File: src/rtl/lsq_pkg.sv
package lsq_pkg;

    typedef enum logic [1:0] {
        PH_IDLE  = 2'd0,
        PH_READ  = 2'd1,
        PH_INTEG = 2'd2
    } phase_t;

endpackage

File: src/rtl/lsq_token_chain.sv
module lsq_token_chain #(
    parameter int SLOTS = 132
) (
    input  logic             clk,
    input  logic             rst_n,
    input  logic             start_i,
    output logic [SLOTS-1:0] sel_o,
    output logic             last_o
);

    typedef struct packed {
        logic [SLOTS-1:0] sel;
    } chain_t;

    chain_t st_d, st_q;

    always_comb begin
        st_d.sel[0] = start_i;
        for (int i = 1; i < SLOTS; i++) begin
            st_d.sel[i] = !start_i && st_q.sel[i-1];
        end
    end

    always_ff @(posedge clk or negedge rst_n) begin
        if (!rst_n) st_q <= '0;
        else        st_q <= st_d;
    end

    assign sel_o  = st_q.sel;
    assign last_o = st_q.sel[SLOTS-1];

    AST_SEL_ONEHOT: assert property (@(posedge clk) disable iff (!rst_n)
        $onehot0(st_q.sel));

    AST_TOKEN_STEP: assert property (@(posedge clk) disable iff (!rst_n)
        (!start_i && st_q.sel[0]) |=> st_q.sel[1]);

endmodule

File: src/rtl/lsq_slot_count.sv
module lsq_slot_count #(
    parameter int SLOTS = 132,
    parameter int LEAD  = 2,
    parameter int TRAIL = 2,
    parameter int IDXW  = 8
) (
    input  logic            clk,
    input  logic            rst_n,
    input  logic            start_i,
    output logic [IDXW-1:0] idx_o,
    output logic            real_o
);

    localparam logic [IDXW-1:0] LAST_IDX  = IDXW'(SLOTS - 1);
    localparam logic [IDXW-1:0] FIRST_REAL = IDXW'(LEAD);
    localparam logic [IDXW-1:0] LAST_REAL  = IDXW'(SLOTS - TRAIL - 1);

    typedef struct packed {
        logic [IDXW-1:0] idx;
        logic            act;
        logic            real_pix;
    } cnt_t;

    cnt_t st_d, st_q;

    always_comb begin
        st_d = st_q;
        if (start_i) begin
            st_d.idx = '0;
            st_d.act = 1'b1;
        end else if (st_q.act) begin
            if (st_q.idx == LAST_IDX) begin
                st_d.idx = '0;
                st_d.act = 1'b0;
            end else begin
                st_d.idx = st_q.idx + 1'b1;
            end
        end
        st_d.real_pix = st_d.act && (st_d.idx >= FIRST_REAL) && (st_d.idx <= LAST_REAL);
    end

    always_ff @(posedge clk or negedge rst_n) begin
        if (!rst_n) st_q <= '0;
        else        st_q <= st_d;
    end

    assign idx_o  = st_q.idx;
    assign real_o = st_q.real_pix;

    AST_IDX_RANGE: assert property (@(posedge clk) disable iff (!rst_n)
        st_q.idx <= LAST_IDX);

    AST_REAL_ACTIVE: assert property (@(posedge clk) disable iff (!rst_n)
        st_q.real_pix |-> st_q.act);

endmodule

File: src/rtl/linscan_sequencer.sv
module linscan_sequencer #(
    parameter int LEAD_SLOTS  = 2,
    parameter int REAL_SLOTS  = 128,
    parameter int TRAIL_SLOTS = 2
) (
    input  logic                                             clk,
    input  logic                                             rst_n,
    input  logic                                             start_i,
    output logic [LEAD_SLOTS+REAL_SLOTS+TRAIL_SLOTS-1:0]     sel_o,
    output logic [$clog2(LEAD_SLOTS+REAL_SLOTS+TRAIL_SLOTS)-1:0] slot_idx_o,
    output logic                                             real_pix_o,
    output logic                                             out_en_o,
    output logic                                             integ_rst_o,
    output logic                                             sh_open_o,
    output logic                                             integrating_o,
    output logic                                             overrun_o
);
    import lsq_pkg::*;

    localparam int SLOTS = LEAD_SLOTS + REAL_SLOTS + TRAIL_SLOTS;
    localparam int IDXW  = $clog2(SLOTS);

    typedef struct packed {
        phase_t phase;
        logic   ovr;
    } ctl_t;

    ctl_t st_d, st_q;
    logic last_w;

    lsq_token_chain #(.SLOTS(SLOTS)) u_chain (
        .clk     (clk),
        .rst_n   (rst_n),
        .start_i (start_i),
        .sel_o   (sel_o),
        .last_o  (last_w)
    );

    lsq_slot_count #(
        .SLOTS (SLOTS),
        .LEAD  (LEAD_SLOTS),
        .TRAIL (TRAIL_SLOTS),
        .IDXW  (IDXW)
    ) u_count (
        .clk     (clk),
        .rst_n   (rst_n),
        .start_i (start_i),
        .idx_o   (slot_idx_o),
        .real_o  (real_pix_o)
    );

    always_comb begin
        st_d     = st_q;
        st_d.ovr = start_i && (st_q.phase == PH_READ);
        if (start_i)                              st_d.phase = PH_READ;
        else if (st_q.phase == PH_READ && last_w) st_d.phase = PH_INTEG;
    end

    always_ff @(posedge clk or negedge rst_n) begin
        if (!rst_n) begin
            st_q.phase <= PH_IDLE;
            st_q.ovr   <= 1'b0;
        end else begin
            st_q <= st_d;
        end
    end

    assign out_en_o      = (st_q.phase == PH_READ);
    assign sh_open_o     = (st_q.phase == PH_READ);
    assign integ_rst_o   = (st_q.phase != PH_INTEG);
    assign integrating_o = (st_q.phase == PH_INTEG);
    assign overrun_o     = st_q.ovr;

    AST_START_LOADS: assert property (@(posedge clk) disable iff (!rst_n)
        start_i |=> (sel_o[0] && out_en_o && integ_rst_o));

    AST_IDX_MATCH: assert property (@(posedge clk) disable iff (!rst_n)
        out_en_o |-> sel_o[slot_idx_o]);

    AST_IDLE_NO_SEL: assert property (@(posedge clk) disable iff (!rst_n)
        !out_en_o |-> (sel_o == '0));

    AST_END_INTEG: assert property (@(posedge clk) disable iff (!rst_n)
        (out_en_o && slot_idx_o == IDXW'(SLOTS-1) && !start_i)
            |=> (integrating_o && !integ_rst_o && !out_en_o));

    AST_OVR_PULSE: assert property (@(posedge clk) disable iff (!rst_n)
        (start_i && out_en_o) |=> overrun_o);

    AST_INTEG_HOLD: assert property (@(posedge clk) disable iff (!rst_n)
        (integrating_o && !start_i) |=> integrating_o);

endmodule

File: config.mk
export PLATFORM = sky130hd
export DESIGN_NAME = linscan_sequencer
export DESIGN_NICKNAME = d
export VERILOG_FILES = /design/src/rtl/lsq_pkg.sv /design/src/rtl/lsq_token_chain.sv /design/src/rtl/lsq_slot_count.sv /design/src/rtl/linscan_sequencer.sv
export SDC_FILE = /design/constraint.sdc
export NUM_CORES = 1
export LEC_CHECK = 0
export ABC_AREA = 0
export BUFFER_PORTS_ARGS = -buffer_cell sky130_fd_sc_hd__buf_2
export CAP_MARGIN = 20
export CORE_MARGIN = 4
export CORE_UTILIZATION = 45
export CTS_CLUSTER_DIAMETER = 50
export DETAILED_ROUTE_END_ITERATION = 10
export GPL_ROUTABILITY_DRIVEN = 0
export PLACE_DENSITY = 0.74
export SLEW_MARGIN = 5
export SYNTH_ARGS = -nofsm -noshare
export SYNTH_HDL_FRONTEND = slang
export SYNTH_SLANG_ARGS = --single-unit
File: constraint.sdc
create_clock -name clk -period 1.9 [get_ports clk]
set_clock_uncertainty 0.15 [all_clocks]
set_input_delay 0.38 -clock clk [delete_from_list [all_inputs] [get_ports clk]]
set_output_delay 0.38 -clock clk [all_outputs]
set_load 0.005 [all_outputs]
# Word level (Yosys, flattened, before mapping)
# Index checks and enable logic that the tools add are counted.
# classes
addsub	1
magnitude_cmp	2
n_eq_ne	4
muxes	6
n_reduce_logical	137
# ops
operator	n
logical AND 1 bit	135
2-to-1 mux 9 bit	2
adder 8 x 1 -> 8 bit, second input constant	1
== test 8 bit, second input constant	1
>= comparator 8 x 2 -> 1 bit, second input constant	1
less-or-equal comparator 8 bit, second input constant	1
2-to-1 mux 8 bit	1
2-to-1 mux 2 bit	2
== test 2 x 1 -> 1 bit, second input constant	1
== test 2 bit, second input constant	1
!= test 2 bit, second input constant	1
nonzero test 2 bit	1
zero test 1 bit	1
2-to-1 mux 1 bit	1
# totals
register_bits	145
inputBits	3
output_inout_bits	146
elab_cells	156

# Depth between registers and ports, before layout
# logic_depth
word_depth	7
mapped_depth	6
depth_no_buf	6

# By module
# A second synthesis with hierarchy kept.
# hier_totals
hier_cells	355
area_unflattened_um2	4954.8
# modules_own_cells
mod	n_inst	cells_per_inst	area_per_inst_um2	seq_area_each_um2
lsq_token_chain	1	278	4202.8	3303.2
lsq_slot_count	1	65	619.3	250.2
linscan_sequencer	1	12	132.6	75.1

# Least setup slack after synthesis
# Ideal clock, no wire load.
# synth_timing
path_kind	reg2reg
from	register u_count.st_q, in the netlist u_count.idx_o[2]
to	register u_count.st_q, in the netlist u_count.real_o
setup_ns	0.082
arrival_ns	1.556
t_required_ns	1.668
slack_ns	0.112
stages_incl_launch_ff	7
n_path_buf	1
synth_period_minus_slack_ns	1.788
cell_sequence	dfrtp_1 buf_4 nor4_2 a41o_1 a21oi_4 or2_1 a31oi_1
# synth_rtl
element	line_no	rtl
from (decl)	lsq_slot_count.sv:24	cnt_t st_d, st_q;
from (signal assigned)	lsq_slot_count.sv:44	else st_q <= st_d;

==> flow_summary_export.csv <==
group,metric,value,unit
placed_design,dpl-instance-area,5860,sq um
finish,layout.nets,516,
clock_network,h-tree-depth,4,
clock_network,cts.path.max_buffers,2,
global_routing,grt_pass1_vias,3330,
critical_path,r2r_cells,6,
hold_path,whs_endpoint,"u_count.idx_o[7]",
drt,vias_per_cell,4.72,
sta,finalHoldViolCount,0,
sta,max_slew.worst_pin.slew,708,ps
finish,nFillCells,892,
finish,syn_to_final_growth,32.1,%
hold_path,hold_path_class,"in2reg",
synth,yosysWarnings,0,
sta,tns,-47.2,ps
sta,fin_crit_sh,102,%
critical_path,r2r_start,"u_count.idx_o[0]",
drt,drc,0,
drt,drt_wl_total,10400,um
hold_path,min_path_cells,3,
global_routing,gr-total-overflow,0,
critical_path,criticalPathCategory,"reg2reg",
drt,first_pass_iters,4,
finish,ff_latch_area,3630,sq um
pwr,power.density,1070,nW/um^2
placed_design,dp_hpwl,6970,um
floorplanning,rows,38,
critical_path,cp_data_required_time,2190,ps
sta,fin_ws,-47.2,ps
finish,antenna_cells,0,
clock_network,clock_latency,520,ps
floorplanning,die_w,113,um
drt,drt_iter0_drc,149,
critical_path,r2r_end,"u_count.real_o",
synth,netlist_area,5000,sq um
critical_path,end_kind,"register",
outcome,violations,"setup timing",
clock_network,cts_root_buffer,"clkbuf_8",
hold_path,hp-start,"start_i",
sta,grt_setup_unrepaired,"true",
pwr,peakVddDrop,0.613,mV
synth,syn_nets,362,
floorplanning,die_h,113,um
drt,post_drt_wl_per_cell,15.7,um
floorplanning,coreArea,10800,sq um
pwr,leakagePower,3.68,nW
pwr,finalPower,7.09,mW
placed_design,port_buffers,148,
finish,multi_input_area,1220,sq um
sta,setup_viol,1,
global_routing,grt_max_degree,77,
outcome,status,"complete, but fails checks",
finish,fin_area,6600,sq um
drt,vias,3133,
synth,synth_seq_area_share,72.6,%
sta,finalMaxSlewViolations,0,
floorplanning,boundaryPins,149,
synth,ys_types,33,
sta,timing.fmax,514,MHz
floorplanning,die_area,12900,sq um
sta,hold_ws,157,ps
drt,antenna_left,0,
sta,fin_crit,1950,ps
sta,slew_headroom,52.8,%
finish,drive_gt1_share,38.5,%
synth,avgSynthCellArea,14.0,sq um
clock_network,path_clk_slew,60,ps
critical_path,r2r_slack,-50,ps
finish,most-common-layout-cells,"buf_2, dfrtp_1, nor2b_1",
clock_network,cts_tree,"built",
synth,syn_inst,357,
global_routing,grt_pass1_wl,17100,um
global_routing,grt.total_usage,17.3,%
floorplanning,initial_core_util,46.1,%
clock_network,cts.sinks,145,
synth,ys_ff_latch,145,
critical_path,setup.worst_path.start_class,"register",
flow_run,cap_violations,0,
finish,final_common_cell,"buf_2",
clock_network,cts_made_buffers,17,
critical_path,crit_fanout,4,
global_routing,antenna_found_initial,0,
critical_path,crit_arrival,2230,ps
[sequential cells by signal (all words and copies together) (netlist names)]
signal	count
u_count.st_q	1
u_chain.sel_o	132
st_q	2
u_count.idx_o	8
overrun_o	1
u_count.real_o	1
[cells in the mapped netlist]
| library cell | n | area, sq um |
|---|---|---|
| dfrtp_1 | 145 | 3630 |
| nor2b_1 | 134 | 838 |
| clkbuf_1 | 13 | 48.8 |
| buf_4 | 11 | 82.6 |
| nor2_1 | 6 | 22.5 |
| nand2_1 | 5 | 18.8 |
| a21oi_1 | 4 | 20.0 |
| buf_6 | 3 | 33.8 |
| nand4_1 | 3 | 18.8 |
| o21ai_0 | 3 | 15.0 |
| a41o_1 | 2 | 20.0 |
| ha_1 | 2 | 25.0 |
| inv_1 | 2 | 7.51 |
| nand2b_1 | 2 | 12.5 |
| or3_1 | 2 | 12.5 |
| xnor2_1 | 2 | 17.5 |
| xor2_1 | 2 | 17.5 |
| a211o_1 | 1 | 8.76 |
| a21o_1 | 1 | 7.51 |
| a21oi_4 | 1 | 16.3 |
| a31oi_1 | 1 | 6.26 |
| and2_1 | 1 | 6.26 |
| mux2i_1 | 1 | 10.0 |
| nand3_1 | 1 | 5.00 |
| nand3_2 | 1 | 10.0 |
| nand4_4 | 1 | 21.3 |
| nor3_1 | 1 | 5.00 |
| nor4_2 | 1 | 12.5 |
| o2bb2ai_1 | 1 | 8.76 |
| o31ai_2 | 1 | 12.5 |
| or2_1 | 1 | 6.26 |
| or4_4 | 1 | 11.3 |
| or4bb_1 | 1 | 11.3 |
[worst max-delay path, stage by stage (launching register included)]
cell       delay [ps]
dfrtp_1           400
ha_2              210
nand4_1           130
xnor2_2           200
o2bb2ai_2         100
or4bb_1           510
a31oi_1           160
[metal layers]
layer / global-route usage [%] / wire [um]
met1: 22.0 / 4400
met3: 6.95 / 806
met5: 0 / 0
met2: 26.3 / 5020
met4: 7.85 / 190
[how the worst max path moves through the flow]
stage / from / end / slack (ps) / depth (start not counted)
floorplan: u_count.idx_o[2] / u_count.real_o / 110 / 6
global placement: u_count.idx_o[1] / u_count.real_o / 50 / 6
detailed placement: u_count.idx_o[1] / u_count.real_o / -60 / 6
CTS: u_count.idx_o[0] / u_count.real_o / -70 / 6
global route: u_count.idx_o[0] / u_count.real_o / -130 / 6
finish: u_count.idx_o[0] / u_count.real_o / -50 / 6
[cell type report]
cell class,count,share of cell area [%]
Sequential cell,145,55.0
Multi-Input combinational cell,183,18.5
Timing Repair Buffer,162,13.4
Clock buffer,23,7.37
Clock inverter,9,3.01
Tap cell,140,2.65
Inverter,2,0.114
[metrics by stage]
step | cells | setup WS, ps | utilization [%]
floorplan | 357 | 112 | -
global placement | 628 | 53.6 | 54.0
detailed placement | 628 | -64.9 | 54.0
CTS | 664 | -73.5 | 60.8
global route | 664 | -131 | 60.9
finish | 664 | -47.2 | 60.9
[cell families (layout without fill, tap and decap cells)]
| group | after synthesis | after routing | share of synthesized area (%) |
|---|---|---|---|
| xor gates and xnor gates | 4 | 4 | 0.701 |
| buffers and inverters | 29 | 196 | 3.45 |
| DFF | 145 | 145 | 72.6 |
| AOI/OAI and AO/OA | 15 | 15 | 2.30 |
| adders and majority gates | 2 | 2 | 0.501 |
| and+or+nand+nor | 161 | 161 | 20.3 |
| muxes | 1 | 1 | 0.200 |
[what timing repair did]
action,in CTS,in global routing
hold buffers,1,0
pin swaps,3,1
endpoints found under the hold margin,145,0
setup buffers,3,0
endpoints found under the setup margin,1,3
gates resized for setup,3,3
[power breakdown]
group	switching (mW)	internal (mW)	total [mW]
combinational	0.139	0.0595	0.199
sequential	0.0113	3.10	3.11
clock	1.20	2.57	3.77
(Power assumes the default switching activity.)
